[config.mk]
export PLATFORM = sky130hd
export DESIGN_NAME = hash_ctx_regs
export DESIGN_NICKNAME = d
export VERILOG_FILES = /design/src/rtl/hctx_pkg.sv /design/src/rtl/hctx_core_stub.sv /design/src/rtl/hctx_ctx_file.sv /design/src/rtl/hash_ctx_regs.sv
export SDC_FILE = /design/constraint.sdc
export NUM_CORES = 1
export LEC_CHECK = 0
export BUFFER_PORTS_ARGS = -buffer_cell sky130_fd_sc_hd__buf_2
export CAP_MARGIN = 30
export CORE_MARGIN = 4
export CORE_UTILIZATION = 55
export CTS_CLUSTER_SIZE = 14
export DETAILED_ROUTE_END_ITERATION = 16
export GPL_ROUTABILITY_DRIVEN = 0
export GPL_TIMING_DRIVEN = 1
export HOLD_SLACK_MARGIN = 0.05
export PLACE_DENSITY = 0.75
export SYNTH_ARGS = -nofsm -noshare
export SYNTH_HDL_FRONTEND = slang
export SYNTH_SLANG_ARGS = --single-unit
[constraint.sdc]
create_clock -name clk -period 7.3 [get_ports clk]
set_input_delay 1.46 -clock clk [delete_from_list [all_inputs] [get_ports clk]]
set_output_delay 1.46 -clock clk [all_outputs]
set_load 0.1 [all_outputs]
[src/rtl/hctx_pkg.sv]
package hctx_pkg;
  localparam int unsigned WORD_W     = 32;
  localparam int unsigned HASH_WORDS = 5;
  localparam int unsigned CTX_WORDS  = HASH_WORDS + 2;
  localparam int unsigned ADDR_W     = 4;
  localparam int unsigned BLOCK_BITS = 512;
  localparam int unsigned DSIZE_W    = $clog2(BLOCK_BITS + 1);
  localparam int unsigned SEL_W      = $clog2(CTX_WORDS);

  typedef enum logic [1:0] {
    ALG_MD5    = 2'b00,
    ALG_SHA1   = 2'b01,
    ALG_SHA224 = 2'b10,
    ALG_SHA256 = 2'b11
  } alg_e;

  localparam logic [ADDR_W-1:0] ADR_MODE  = 4'd0;
  localparam logic [ADDR_W-1:0] ADR_DSIZE = 4'd1;
  localparam logic [ADDR_W-1:0] ADR_EOM   = 4'd2;
  localparam logic [ADDR_W-1:0] ADR_CTX0  = 4'd4;

  function automatic logic [WORD_W-1:0] bswap32(input logic [WORD_W-1:0] v);
    return {v[7:0], v[15:8], v[23:16], v[31:24]};
  endfunction

  function automatic logic [DSIZE_W-1:0] clamp_dsize(input logic [WORD_W-1:0] v);
    if (v > WORD_W'(BLOCK_BITS)) return DSIZE_W'(BLOCK_BITS);
    return v[DSIZE_W-1:0];
  endfunction

  // First five standard chaining values, held in core (big-endian) order.
  function automatic logic [WORD_W-1:0] iv_word(input alg_e alg, input int unsigned idx);
    logic [WORD_W-1:0] w;
    w = '0;
    case (alg)
      ALG_MD5, ALG_SHA1: begin
        case (idx)
          0: w = 32'h67452301;
          1: w = 32'hefcdab89;
          2: w = 32'h98badcfe;
          3: w = 32'h10325476;
          4: w = (alg == ALG_SHA1) ? 32'hc3d2e1f0 : 32'h0;
          default: w = '0;
        endcase
      end
      ALG_SHA224: begin
        case (idx)
          0: w = 32'hc1059ed8;
          1: w = 32'h367cd507;
          2: w = 32'h3070dd17;
          3: w = 32'hf70e5939;
          4: w = 32'hffc00b31;
          default: w = '0;
        endcase
      end
      default: begin
        case (idx)
          0: w = 32'h6a09e667;
          1: w = 32'hbb67ae85;
          2: w = 32'h3c6ef372;
          3: w = 32'ha54ff53a;
          4: w = 32'h510e527f;
          default: w = '0;
        endcase
      end
    endcase
    return w;
  endfunction
endpackage

[src/rtl/hctx_core_stub.sv]
module hctx_core_stub #(
  parameter int unsigned LATENCY = 8
) (
  input  logic clk,
  input  logic rst_n,
  input  logic start,
  output logic busy,
  output logic done,
  output logic finish
);
  localparam int unsigned CNT_W = (LATENCY > 1) ? $clog2(LATENCY) : 1;
  localparam logic [CNT_W-1:0] CNT_LOAD = CNT_W'(LATENCY - 1);

  logic [CNT_W-1:0] remain;

  assign finish = busy && (remain == '0);

  always_ff @(posedge clk or negedge rst_n) begin
    if (!rst_n) begin
      busy   <= 1'b0;
      done   <= 1'b0;
      remain <= '0;
    end else if (start) begin
      busy   <= 1'b1;
      done   <= 1'b0;
      remain <= CNT_LOAD;
    end else if (finish) begin
      busy <= 1'b0;
      done <= 1'b1;
    end else if (busy) begin
      remain <= remain - 1'b1;
    end
  end
endmodule

[src/rtl/hctx_ctx_file.sv]
module hctx_ctx_file
  import hctx_pkg::*;
(
  input  logic                              clk,
  input  logic                              rst_n,
  input  logic                              init_load,
  input  alg_e                              init_alg,
  input  logic                              wr_en,
  input  logic [SEL_W-1:0]                  wr_sel,
  input  logic [WORD_W-1:0]                 wr_data,
  input  logic                              add_en,
  input  logic [DSIZE_W-1:0]                add_bits,
  output logic [HASH_WORDS-1:0][WORD_W-1:0] hash_q,
  output logic [2*WORD_W-1:0]               count_q
);
  localparam logic [SEL_W-1:0] SEL_CNT_LO = SEL_W'(HASH_WORDS);
  localparam logic [SEL_W-1:0] SEL_CNT_HI = SEL_W'(HASH_WORDS + 1);

  for (genvar g = 0; g < HASH_WORDS; g++) begin : g_word
    always_ff @(posedge clk or negedge rst_n) begin
      if (!rst_n)                              hash_q[g] <= '0;
      else if (init_load)                      hash_q[g] <= iv_word(init_alg, g);
      else if (wr_en && wr_sel == SEL_W'(g))   hash_q[g] <= wr_data;
    end
  end

  always_ff @(posedge clk or negedge rst_n) begin
    if (!rst_n)                            count_q <= '0;
    else if (init_load)                    count_q <= '0;
    else if (wr_en && wr_sel == SEL_CNT_LO) count_q[WORD_W-1:0] <= wr_data;
    else if (wr_en && wr_sel == SEL_CNT_HI) count_q[2*WORD_W-1:WORD_W] <= wr_data;
    else if (add_en)                       count_q <= count_q + (2*WORD_W)'(add_bits);
  end
endmodule

[src/rtl/hash_ctx_regs.sv]
module hash_ctx_regs
  import hctx_pkg::*;
#(
  parameter int unsigned LATENCY = 8
) (
  input  logic              clk,
  input  logic              rst_n,
  input  logic              bus_wr,
  input  logic              bus_rd,
  input  logic [ADDR_W-1:0] bus_addr,
  input  logic [WORD_W-1:0] bus_wdata,
  output logic [WORD_W-1:0] bus_rdata,
  output logic              err_irq,
  output logic              done
);
  alg_e                              mode_alg;
  logic [DSIZE_W-1:0]                dsize_q;
  logic [HASH_WORDS-1:0][WORD_W-1:0] hash_q;
  logic [2*WORD_W-1:0]               count_q;
  logic                              core_busy;
  logic                              core_finish;

  // Named internal events.
  logic             is_ctx;
  logic [SEL_W-1:0] ctx_sel;
  logic             is_hash;
  logic             swap_on;
  logic             eom_fire;
  logic             init_fire;
  logic             ctx_wr;
  logic             ctx_rd_bad;
  logic             rd_eom;
  logic [WORD_W-1:0] ctx_wr_data;
  logic [WORD_W-1:0] rd_mux;

  assign is_ctx     = (bus_addr >= ADR_CTX0) && (bus_addr < ADR_CTX0 + ADDR_W'(CTX_WORDS));
  assign ctx_sel    = SEL_W'(bus_addr - ADR_CTX0);
  assign is_hash    = is_ctx && (ctx_sel < SEL_W'(HASH_WORDS));
  assign swap_on    = is_hash && (mode_alg == ALG_MD5);
  assign eom_fire   = bus_wr && (bus_addr == ADR_EOM);
  assign init_fire  = bus_wr && (bus_addr == ADR_MODE) && bus_wdata[2];
  assign ctx_wr     = bus_wr && is_ctx;
  assign ctx_rd_bad = bus_rd && is_ctx && !done;
  assign rd_eom     = bus_rd && (bus_addr == ADR_EOM);
  assign ctx_wr_data = swap_on ? bswap32(bus_wdata) : bus_wdata;

  always_ff @(posedge clk or negedge rst_n) begin
    if (!rst_n) begin
      mode_alg <= ALG_MD5;
      dsize_q  <= '0;
    end else if (bus_wr) begin
      if (bus_addr == ADR_MODE)  mode_alg <= alg_e'(bus_wdata[1:0]);
      if (bus_addr == ADR_DSIZE) dsize_q  <= clamp_dsize(bus_wdata);
    end
  end

  hctx_core_stub #(.LATENCY(LATENCY)) u_core (
    .clk    (clk),
    .rst_n  (rst_n),
    .start  (eom_fire),
    .busy   (core_busy),
    .done   (done),
    .finish (core_finish)
  );

  hctx_ctx_file u_ctx (
    .clk       (clk),
    .rst_n     (rst_n),
    .init_load (init_fire),
    .init_alg  (alg_e'(bus_wdata[1:0])),
    .wr_en     (ctx_wr),
    .wr_sel    (ctx_sel),
    .wr_data   (ctx_wr_data),
    .add_en    (core_finish),
    .add_bits  (dsize_q),
    .hash_q    (hash_q),
    .count_q   (count_q)
  );

  always_comb begin
    rd_mux = '0;
    if (bus_addr == ADR_MODE) begin
      rd_mux = {{(WORD_W-2){1'b0}}, mode_alg};
    end else if (bus_addr == ADR_DSIZE) begin
      rd_mux = WORD_W'(dsize_q);
    end else if (is_ctx && done) begin
      if (is_hash)
        rd_mux = swap_on ? bswap32(hash_q[ctx_sel]) : hash_q[ctx_sel];
      else if (ctx_sel == SEL_W'(HASH_WORDS))
        rd_mux = count_q[WORD_W-1:0];
      else
        rd_mux = count_q[2*WORD_W-1:WORD_W];
    end
  end

  always_ff @(posedge clk or negedge rst_n) begin
    if (!rst_n) begin
      bus_rdata <= '0;
      err_irq   <= 1'b0;
    end else begin
      if (bus_rd) bus_rdata <= rd_mux;
      err_irq <= ctx_rd_bad;
    end
  end
endmodule

; ---- After elaboration in Yosys (flattened, before gate mapping)
; Cells that the tools add are included.
[word_totals]
ff_bits = 274
latch_bits = 0
ram_bits = 0
mem_bits_ro = 0
inputBits = 40
out_inout_bits = 34
memories = 0
[classes]
addsub = 3
mul = 0
div_mod_pow = 0
order_cmp = 5
eq_ne = 13
shift = 0
muxes = 43
bitwise_logic = 0
reduce_logical = 39
[ops]
columns = op, n
row1 = 32-bit 2-to-1 mux, 23
row2 = 32-bit one-hot mux with 2 select lines, 5
row3 = 64-bit 2-to-1 mux, 2
row4 = 32-bit binary-select mux with 3-bit select, 1
row5 = 64-bit by 10-bit adder with 64-bit output, 1
row6 = 32-bit by 10-bit > comparator with 1-bit output (second input constant), 1
row7 = 10-bit 2-to-1 mux, 2
row8 = 1-bit logical AND, 18
row9 = 2-bit nonzero test, 7
row10 = 2-bit AND reduction, 5
row11 = 3-bit equality test (second input constant), 3
row12 = 3-bit 2-to-1 mux, 3
row13 = 1-bit 2-to-1 mux, 7
row14 = 3-bit by 2-bit equality test with 1-bit output (second input constant), 2
row15 = 3-bit zero test, 2
row16 = 3-bit nonzero test, 2
row17 = 4-bit by 1-bit equality test with 1-bit output (second input constant), 1
row18 = 4-bit by 2-bit equality test with 1-bit output (second input constant), 1
row19 = 4-bit by 3-bit greater-or-equal comparator with 1-bit output (second input constant), 1
row20 = 2-bit zero test, 2
row21 = 4-bit zero test, 1
row22 = 3-bit by 4-bit < comparator with 1-bit output (second input constant), 1
row23 = 4-bit < comparator (second input constant), 1
row24 = 3-bit by 1-bit equality test with 1-bit output (second input constant), 1
row25 = other kinds (10), 10

; ---- Logic depth before layout (Yosys ltp)
; Gate-level depths: netlist (run 1).
[logic_depth]
depth_word = 9
ltp_mapped = 10

; ---- Hierarchy
; Synthesis (run 1) repeated with hierarchy kept, for this count alone.
[hier_totals]
cells_unflattened = 1864
hier_area_um2 = 16692.3
[modules_own_cells]
columns = module, n_inst, cells_each, area_per_inst_um2, seq_area_each_um2
row1 = hctx_ctx_file, 1, 1346, 11925.2, 5605.4
row2 = hash_ctx_regs, 1, 494, 4519.3, 1126.1
row3 = hctx_core_stub, 1, 24, 247.7, 125.1

; ---- Worst setup path before layout (run 1)
; OpenSTA, ideal clock, no wires.
[synth_timing]
path_kind = input to register
from = input port bus_addr[1]
to = register u_ctx.hash_q[12] (netlist name)
setup_time_ps = 137
arrival_time_ps = 2989
slack_ps = 4174
stages = 9
n_path_buf = 3
cell_sequence = buf_2 -> nor4b_2 -> o21ai_1 -> buf_2 -> buf_4 -> mux2i_2 -> nor2_1 -> a21oi_1 -> o21ai_0
[synth_via]
elab_chain_len = 7
elab_cells_between_ends = 17
[synth_rtl]
columns = item, line_no
row1 = from (decl), hash_ctx_regs.sv:10  ; input logic [ADDR_W-1:0] bus_addr,
row2 = "3-bit subtractor, or another cell as far along", hash_ctx_regs.sv:37  ; assign ctx_sel = SEL_W'(bus_addr - ADR_CTX0);
row3 = 3-bit < comparator or 1-bit logical AND (tied branches), "hash_ctx_regs.sv:38, hash_ctx_regs.sv:36"
row4 = 1-bit logical AND, hash_ctx_regs.sv:38  ; assign is_hash = is_ctx && (ctx_sel < SEL_W'(HASH_WORDS));
row5 = 1-bit logical AND, hash_ctx_regs.sv:39  ; assign swap_on = is_hash && (mode_alg == ALG_MD5);
row6 = 32-bit 2-to-1 mux, hash_ctx_regs.sv:45  ; assign ctx_wr_data = swap_on ? bswap32(bus_wdata) : bus_wdata;
row7 = 32-bit 2-to-1 mux, hctx_ctx_file.sv:23  ; else if (wr_en && wr_sel == SEL_W'(g)) hash_q[g] <= wr_data;
row8 = 32-bit 2-to-1 mux, hctx_ctx_file.sv:22  ; else if (init_load) hash_q[g] <= iv_word(init_alg, g);
row9 = "to (signal, indexed assignment)", hctx_ctx_file.sv:22
row10 = "to (signal, indexed assignment)", hctx_ctx_file.sv:23
row11 = to (decl), hctx_ctx_file.sv:13  ; output logic [HASH_WORDS-1:0][WORD_W-1:0] hash_q,
; Several ways; a longest one is shown, not always the timed one. The select of a mux whose other input is x is not followed.
; A chain may end at the register's enable or synchronous reset.

; ---- Worst setup path in the final report (run 1)
[layout_timing]
from = input port bus_addr[1]
to = register u_ctx.count_q[31]
[layout_via]
elab_chain_len = 7
elab_cells_between_ends = 21
[layout_rtl]
columns = item, line_no
row1 = "3-bit subtractor, or another cell as far along", hash_ctx_regs.sv:37
row2 = 3-bit < comparator or 1-bit logical AND (tied branches), "hash_ctx_regs.sv:38, hash_ctx_regs.sv:36"
row3 = 1-bit logical AND, hash_ctx_regs.sv:38
row4 = 1-bit logical AND, hash_ctx_regs.sv:39
row5 = 32-bit 2-to-1 mux, hash_ctx_regs.sv:45
row6 = 32-bit 2-to-1 mux, hctx_ctx_file.sv:30  ; else if (wr_en && wr_sel == SEL_CNT_LO) count_q[WORD_W-1:0] <= wr_data;
row7 = 64-bit 2-to-1 mux, hctx_ctx_file.sv:29  ; else if (init_load) count_q <= '0;
row8 = "to (signal, indexed assignment)", hctx_ctx_file.sv:30
row9 = "to (signal, indexed assignment)", hctx_ctx_file.sv:31  ; else if (wr_en && wr_sel == SEL_CNT_HI) count_q[2*WORD_W-1:WORD_W] <= wr_data;
row10 = to (signal assigned), hctx_ctx_file.sv:32  ; else if (add_en) count_q <= count_q + (2*WORD_W)'(add_bits);
row11 = to (decl), hctx_ctx_file.sv:14  ; output logic [2*WORD_W-1:0] count_q
; Several ways; a longest one is shown, not always the timed one.

==> results.md, run 1 <==
- Status: finished clean
- Crit Path Category: in -> reg
- HP Start: u_core.done
- First-pass GRT wire length: 90000 um
- Vias per cell: 7.05
- Die height: 180 um
- R2R Setup Slk: between 4 and 5 ns
- Crit path launch type: primary input
- CTS buffer count: 30
- Drt first pass iters: 9
- Worst Hold Depth: 1
- Hold_buf cts: 0
- Sw frac: 39.1%
- ANT nets after route: 0
- Synth Area per Inst: just under 9 um^2
- RSZ-0062 raised after global routing: no
- Post-route cell area: 17700 um^2
- WL/cell: 26.4 um
- Largest net degree at the start of global routing: 156
- Slew Viols, Final: 0
- Cell breakdown of the critical path: buf_2 > buf_4 > nor2_2 > o211a_1 > a21oi_1 > buf_4 > a21oi_1 > o221a_2
- Worst Tran Pin Value: 1.09 ns
- Die span in x: 180 um
- HP Class: reg -> reg
- Final-report hold violation count: 0
- # rows: 62
- Worst Path Required: between 7 and 8 ns
- RR Endpoint: u_ctx.count_q[18]
- Setup crit end kind: flop
- Post-CTS resize count: 0
- R2r startpoint: dsize_q[0]
- Final net count: around 1900
- Slew margin rel.: 25.2%
- Setup TNS: 0 ns
- DIE AREA: between 30000 and 40000 um^2
- Initial antenna violation count: 2
- Clock Latency Late Sink: 0.58 ns
- Dominant synthesized flop cell: dfrtp_1
- Final setup vio count: 0
- CTS tree: built
- Combinational share of power: 30.6%
- Tcrit/Tclk final: 60.0%
- Postcts setup bufs: 0
- Count of cell types in the netlist: 88
- Post-Place Cell Area: approximately 17000 um^2
- Vias in the first global route: 15000
- Detailed Route WL: 59200 um
- Gate Count Post-Synth: 1849
- Most common cell after layout, fill and taps aside: dfrtp_1
- Max cap viols: 0
- Yosys reg bits: 274
- GRT Util Overall: 35.0%
- Multi-input gate area: 8570 um^2
- Crit-path max FO: 53
- Max Buffers Root-to-Sink: 3
- Clk pin slew, worst setup/hold paths: 0.06 ns
- CTS Root Cell: clkbuf_16
- H-tree depth: 1
- CP arrival: 4.84 ns
- Switch Pwr: 2100 uW
- Clk pwr share: 27.1%
- Drc violations: 0
- Leak pwr: 0.00741 uW
- Internal power: 3280 uW
- Final HPWL DP: about 39000 um
- Setup Skew: ~0.013 ns
- Core ar.: 28900 um^2
- # IOs: 74
- Fmax: 228 MHz
- FILL cells: 2498
- Mapped Nets: 1908
- Starting density of the core: 56.1%
- Share of cells above drive strength 1: 12.9%
- Commonest cells after routing, fill and taps aside: dfrtp_1 (274), a21oi_1 (230), nor2_1 (229)
- Maximum VDD drop: 0.214 mV
- Initial DRC Count: between 1500 and 2000
- Port Buf Inserts: 73
- Via Count: 15800
- Post-synth ARST share: 100%
- Clk sink count: 274
- Grt total ovfl: 0
- Area grow syn2layout: 9.39%
- Critical Path Slowest Stage Cell: a21oi_1
- EDFF count, synth: 0
- YS warnings: 0
- Synthesized area: 16200 um^2
- End of the worst hold path: err_irq
- Seq/Total Area, Yosys: between 40% and 50%
- Storage element area: 6860 um^2
- R2R cell count: 10
- PwrDens: 303 nW/um^2
- Min Tclk post-route: approximately 4.4 ns
- Pre-CTS setup slack: 2.48 ns
- Worst Slack Setup Final: 2.92 ns
- Max incr delay on CP: just over 0.8 ns
- Flop pwr share: a little over two fifths
-- cell type report --
| cell class | instances | share of cell area, % |
|---|---|---|
| clock buffer | 48 | 5.01 |
| inverter | 49 | 1.04 |
| multi-input combinational | 1378 | 48.4 |
| timing repair buffer | 107 | 3.96 |
| tap | 384 | 2.71 |
| antenna | 1 | 0.0141 |
| clock inverter | 2 | 0.198 |
| sequential | 274 | 38.7 |
-- synth_stat cells (14+ instances only) --
cell	count	area, um^2
nand4_1	25	156
mux2i_2	25	344
a21oi_1	230	1150
o22a_1	14	123
nor3_1	14	70.1
o22ai_1	48	300
inv_1	49	184
o21ai_1	17	85.1
mux2_2	21	236
mux2i_1	60	601
o31ai_1	23	173
dfrtp_1	274	6860
clkbuf_1	91	342
nor2_1	232	871
a211oi_1	26	195
and3_1	19	119
o21ai_0	194	971
nand3_1	39	195
buf_2	41	205
o221ai_1	34	298
o211ai_1	17	128
ha_1	18	225
nand2_1	108	405
nor4_1	14	87.6
-- layer usage --
| metal | wire [um] | up-vias | GRT usage (%) |
|---|---|---|---|
| li1 | - | 6785 | - |
| met1 | 21300 | 7559 | 45.3 |
| met2 | 25800 | 1137 | 52.4 |
| met3 | 7130 | 334 | 8.85 |
| met4 | 5010 | 2 | 23.1 |
| met5 | 13 | - | 0 |
-- kinds of logic after synthesis --
logic type	count (synthesis)	share of synthesized area, %
simple gates	531	15.8
xor+xnor	18	0.973
fa+ha+maj	19	1.51
compound gates	701	26.6
flops	274	42.3
buf+inv	197	5.11
mux	109	7.71
-- how the worst max path moves through the flow --
stage                   endpoint        start  slack [ns]  depth (start not counted)
2_1_floorplan   u_ctx.hash_q[12]  bus_addr[1]        4.17                          9
3_3_place_gp   u_ctx.count_q[11]  bus_addr[1]        2.34                          8
3_5_place_dp    u_ctx.hash_q[87]  bus_addr[2]        2.48                          7
4_1_cts         u_ctx.hash_q[87]  bus_addr[2]        3.08                          7
5_1_grt         u_ctx.hash_q[87]  bus_addr[2]        2.83                          7
6_report       u_ctx.count_q[31]  bus_addr[1]        2.92                          8
-- critical path: cells and delay by family --
kind,cells,cell delay (ns)
and+or+nand+nor,1,0.14
buffers and inverters,3,1.50
AOI/OAI and AO/OA,4,1.70
-- power groups by stage --
stage               registers (uW)  logic, uW  clock network, uW
floorplan                     2390        940                  0
global placement              2260       1550                  0
detailed placement            2280       1600                  0
CTS                           2250       1610               1460
global route                  2310       1760               1530
finish                        2270       1650               1460
-- flip-flops by register name, summed over array words and instances, names as in the netlist --
signal,flops
u_core.remain,3
u_ctx.count_q,64
dsize_q,10
mode_alg,2
u_core.busy,1
u_core.done,1
err_irq,1
u_ctx.hash_q,160
bus_rdata,32
-- metrics by stage --
| stage | cells | util, % | total power [uW] | hold WS, ns |
|---|---|---|---|---|
| final | 2243 | 61.4 | 5380 | 0.484 |
| after global routing | 2242 | 61.4 | 5600 | 0.510 |
| after CTS | 2241 | 61.4 | 5320 | 0.483 |
| after detailed placement | 2191 | 58.2 | 3870 | 0.474 |
| after global placement | 2182 | 57.7 | 3810 | 0.464 |
| after floorplan | 1849 | - | 3330 | 0.464 |
Power figures use the tool's default switching activity.
==> run 2, diff against run 1 <==
--- a/config.mk
+++ b/config.mk
@@ -14,7 +14,7 @@
 export GPL_ROUTABILITY_DRIVEN = 0
 export GPL_TIMING_DRIVEN = 1
 export HOLD_SLACK_MARGIN = 0.05
-export PLACE_DENSITY = 0.75
+export PLACE_DENSITY = 0.77
 export SYNTH_ARGS = -nofsm -noshare
 export SYNTH_HDL_FRONTEND = slang
 export SYNTH_SLANG_ARGS = --single-unit
==> constraint.sdc (replaced) <==
create_clock -name clk -period 3.6 [get_ports clk]
set_input_delay 0.72 -clock clk [delete_from_list [all_inputs] [get_ports clk]]
set_output_delay 0.72 -clock clk [all_outputs]
set_load 0.1 [all_outputs]
==> results.md, run 2 (synthesized netlist as in run 1, its figures left out) <==
- Commonest cells after routing, fill and taps aside: dfrtp_1 (274), a21oi_1 (230), nor2_1 (229)
- Drc violations: 0 (unchanged)
- Vias in the first global route: 15700 (+4.2%)
- CP arrival: 3.71 ns (-1.13 ns)
- Grt total ovfl: 0 (unchanged)
- Port Buf Inserts: 73 (unchanged)
- CTS Root Cell: clkbuf_16
- Die span in x: 180 um (unchanged)
- RSZ-0062 raised after global routing: no
- Critical Path Slowest Stage Cell: a211oi_1
- Status: finished clean
- Setup crit end kind: flop
- Max FFs per register: 160 (unchanged)
- Storage element area: 6860 um^2 (unchanged)
- Most crowded layer after global routing: met2
- Cell breakdown of the critical path: ha_1 > inv_1 > fa_1 > nor2b_1 > o2111a_1 > o21ai_1 > a211oi_1 > nand3_1 > a221oi_1
- HP Class: in -> async
- Drt first pass iters: 6 (-3)
- R2R cell count: 9 (-1)
- CTS tree: built
- Worst Tran Pin Value: 1.14 ns (+0.0440 ns)
- Clk pwr share: 31.7% (+4.6 points)
- Tcrit/Tclk final: 89.5%
- PwrDens: 641 nW/um^2 (+110%)
- Worst Path Required: 4.08 ns (-3.68 ns)
- Setup TNS: 0 ns (unchanged)
- Slew margin rel.: 24.3% (-0.85 points)
- Final net count: 1947 (+2.5%)
- CTS buffer count: 31 (+3.3%)
- Combinational share of power: 28.9% (-1.7 points)
- Share of cells above drive strength 1: 15.8% (+2.9 points)
- Core Util, Final: 63.7% (+2.3 points)
- Final HPWL DP: 40800 um (+3.5%)
- # IOs: 74 (unchanged)
- Clock Latency Late Sink: 0.59 ns (about the same)
- Worst Slack Setup Final: 0.376 ns (-2.54 ns)
- Clk sink count: 274 (unchanged)
- Leak pwr: 0.00780 uW (+5.2%)
- First-pass GRT wire length: 92100 um (+2.4%)
- GRT Util Overall: 35.6% (+0.59 points)
- H-tree depth: 1 (unchanged)
- Pre-CTS setup slack: 0.597 ns (-1.89 ns)
- Flop pwr share: 39.4% (-2.8 points)
- Biggest regs: u_ctx.hash_q (160), u_ctx.count_q (64), bus_rdata (32)
- Max Buffers Root-to-Sink: 3 (unchanged)
- Max cap viols: 0 (unchanged)
- Postcts setup bufs: 0 (unchanged)
- Setup Skew: 0.0156 ns (+0.00296 ns)
- Core ar.: 28900 um^2 (unchanged)
- Clk pin slew, worst setup/hold paths: 0.06 ns (about the same)
- Final setup vio count: 0 (unchanged)
- Die height: 180 um (unchanged)
- Met1 Use GR: 44.5% (-0.71 points)
- Initial DRC Count: 2343 (+17%)
- Internal power: 7390 uW (+130%)
- FILL cells: 2407 (-3.6%)
- Crit-path max FO: 7 (-87%)
- Fmax: about 310 MHz
- Vias per cell: 6.99 (-0.83%)
- Most common cell after layout, fill and taps aside: dfrtp_1
- Slew Viols, Final: 0 (unchanged)
- DIE AREA: 32300 um^2 (unchanged)
- Maximum VDD drop: 0.472 mV (+120%)
- Via Count: 16100 (+1.7%)
- ANT nets after route: 0 (unchanged)
- Initial antenna violation count: 1 (-1)
- Switch Pwr: 4390 uW (+110%)
- Hold_buf cts: 0 (unchanged)
- Top reg by flops: u_ctx.hash_q
- Met2 usage: 54.5% (+2.1 points)
- Starting density of the core: 56.1% (unchanged)
- Sw frac: 37.3% (-1.8 points)
- Post-CTS resize count: 0 (unchanged)
- Detailed Route WL: 59500 um (+0.52%)
- Final-report hold violation count: 0 (unchanged)
- Multi-input gate area: 8570 um^2 (about the same)
- # rows: 62 (unchanged)
- Max incr delay on CP: 0.83 ns (about the same)
- WL/cell: 25.9 um (-1.9%)
- Met3 Usage GRT: 10.8% (+1.9 points)
- Final Total Pwr: 11800 uW (+120%)
- Crit path launch type: flop
- Area grow syn2layout: 13.5%
- Crit Path Category: reg -> reg
- Min Tclk post-route: 3.22 ns
- Largest net degree at the start of global routing: 97 (-38%)
-- run 2: path summary, 6_finish.rpt --
check                      slack, ns    startpoint           endpoint
max                             0.38    dsize_q[0]  u_ctx.count_q[18]
min                             0.17         rst_n   u_core.remain[0]
max reg2reg                     0.38    dsize_q[0]  u_ctx.count_q[18]
min reg2reg                     0.50   u_core.done            err_irq
max in group asynchronous       2.54         rst_n    u_ctx.hash_q[5]
min in group clk                0.43  bus_wdata[4]         dsize_q[4]
-- run 2: layout make-up --
cell class | instances | area share [%]
multi-input cells | 1378 | 46.6
flip-flops and latches | 274 | 37.3
repair buffers | 154 | 5.88
clock buffers | 40 | 4.78
well taps | 384 | 2.61
clock inverters | 18 | 1.81
inverters | 49 | 1.00
diodes | 2 | 0.0272
-- run 2: metal layers --
metal | part of all wire [%] | up-vias
li1 | - | 6891
met1 | 36 | 7689
met2 | 44 | 1144
met3 | 13 | 354
met4 | 8.0 | 0
met5 | 0 | -
-- run 2: worst max-delay path: cells and delay by family, from the launching register on --
| family | cells | cell delay [ns] |
|---|---|---|
| buffers and inverters | 1 | 0.06 |
| AND/OR/NAND/NOR | 2 | 0.38 |
| adder cells (fa/ha/maj) | 2 | 0.61 |
| flip-flops | 1 | 0.45 |
| AO/OA/AOI/OAI | 4 | 1.62 |
-- run 2: power groups by stage --
stage	combinational [uW]	clock (uW)	sequential, uW
2_1_floorplan	1910	0	4850
3_3_place_gp	3190	0	4600
3_5_place_dp	3280	0	4640
4_1_cts	3300	3740	4600
5_1_grt	3640	3870	4720
6_report	3400	3740	4640
-- run 2: stage by stage --
| stage | instance area (um^2) | instances | hold slack (ns) |
|---|---|---|---|
| 5_1_grt | 18400 | 2297 | 0.245 |
| 3_5_place_dp | 17200 | 2239 | 0.488 |
| 3_3_place_gp | 17200 | 2238 | 0.471 |
| 6_report | 18400 | 2299 | 0.175 |
| 4_1_cts | 18400 | 2297 | 0.221 |
| 2_1_floorplan | 16200 | 1849 | 0.424 |
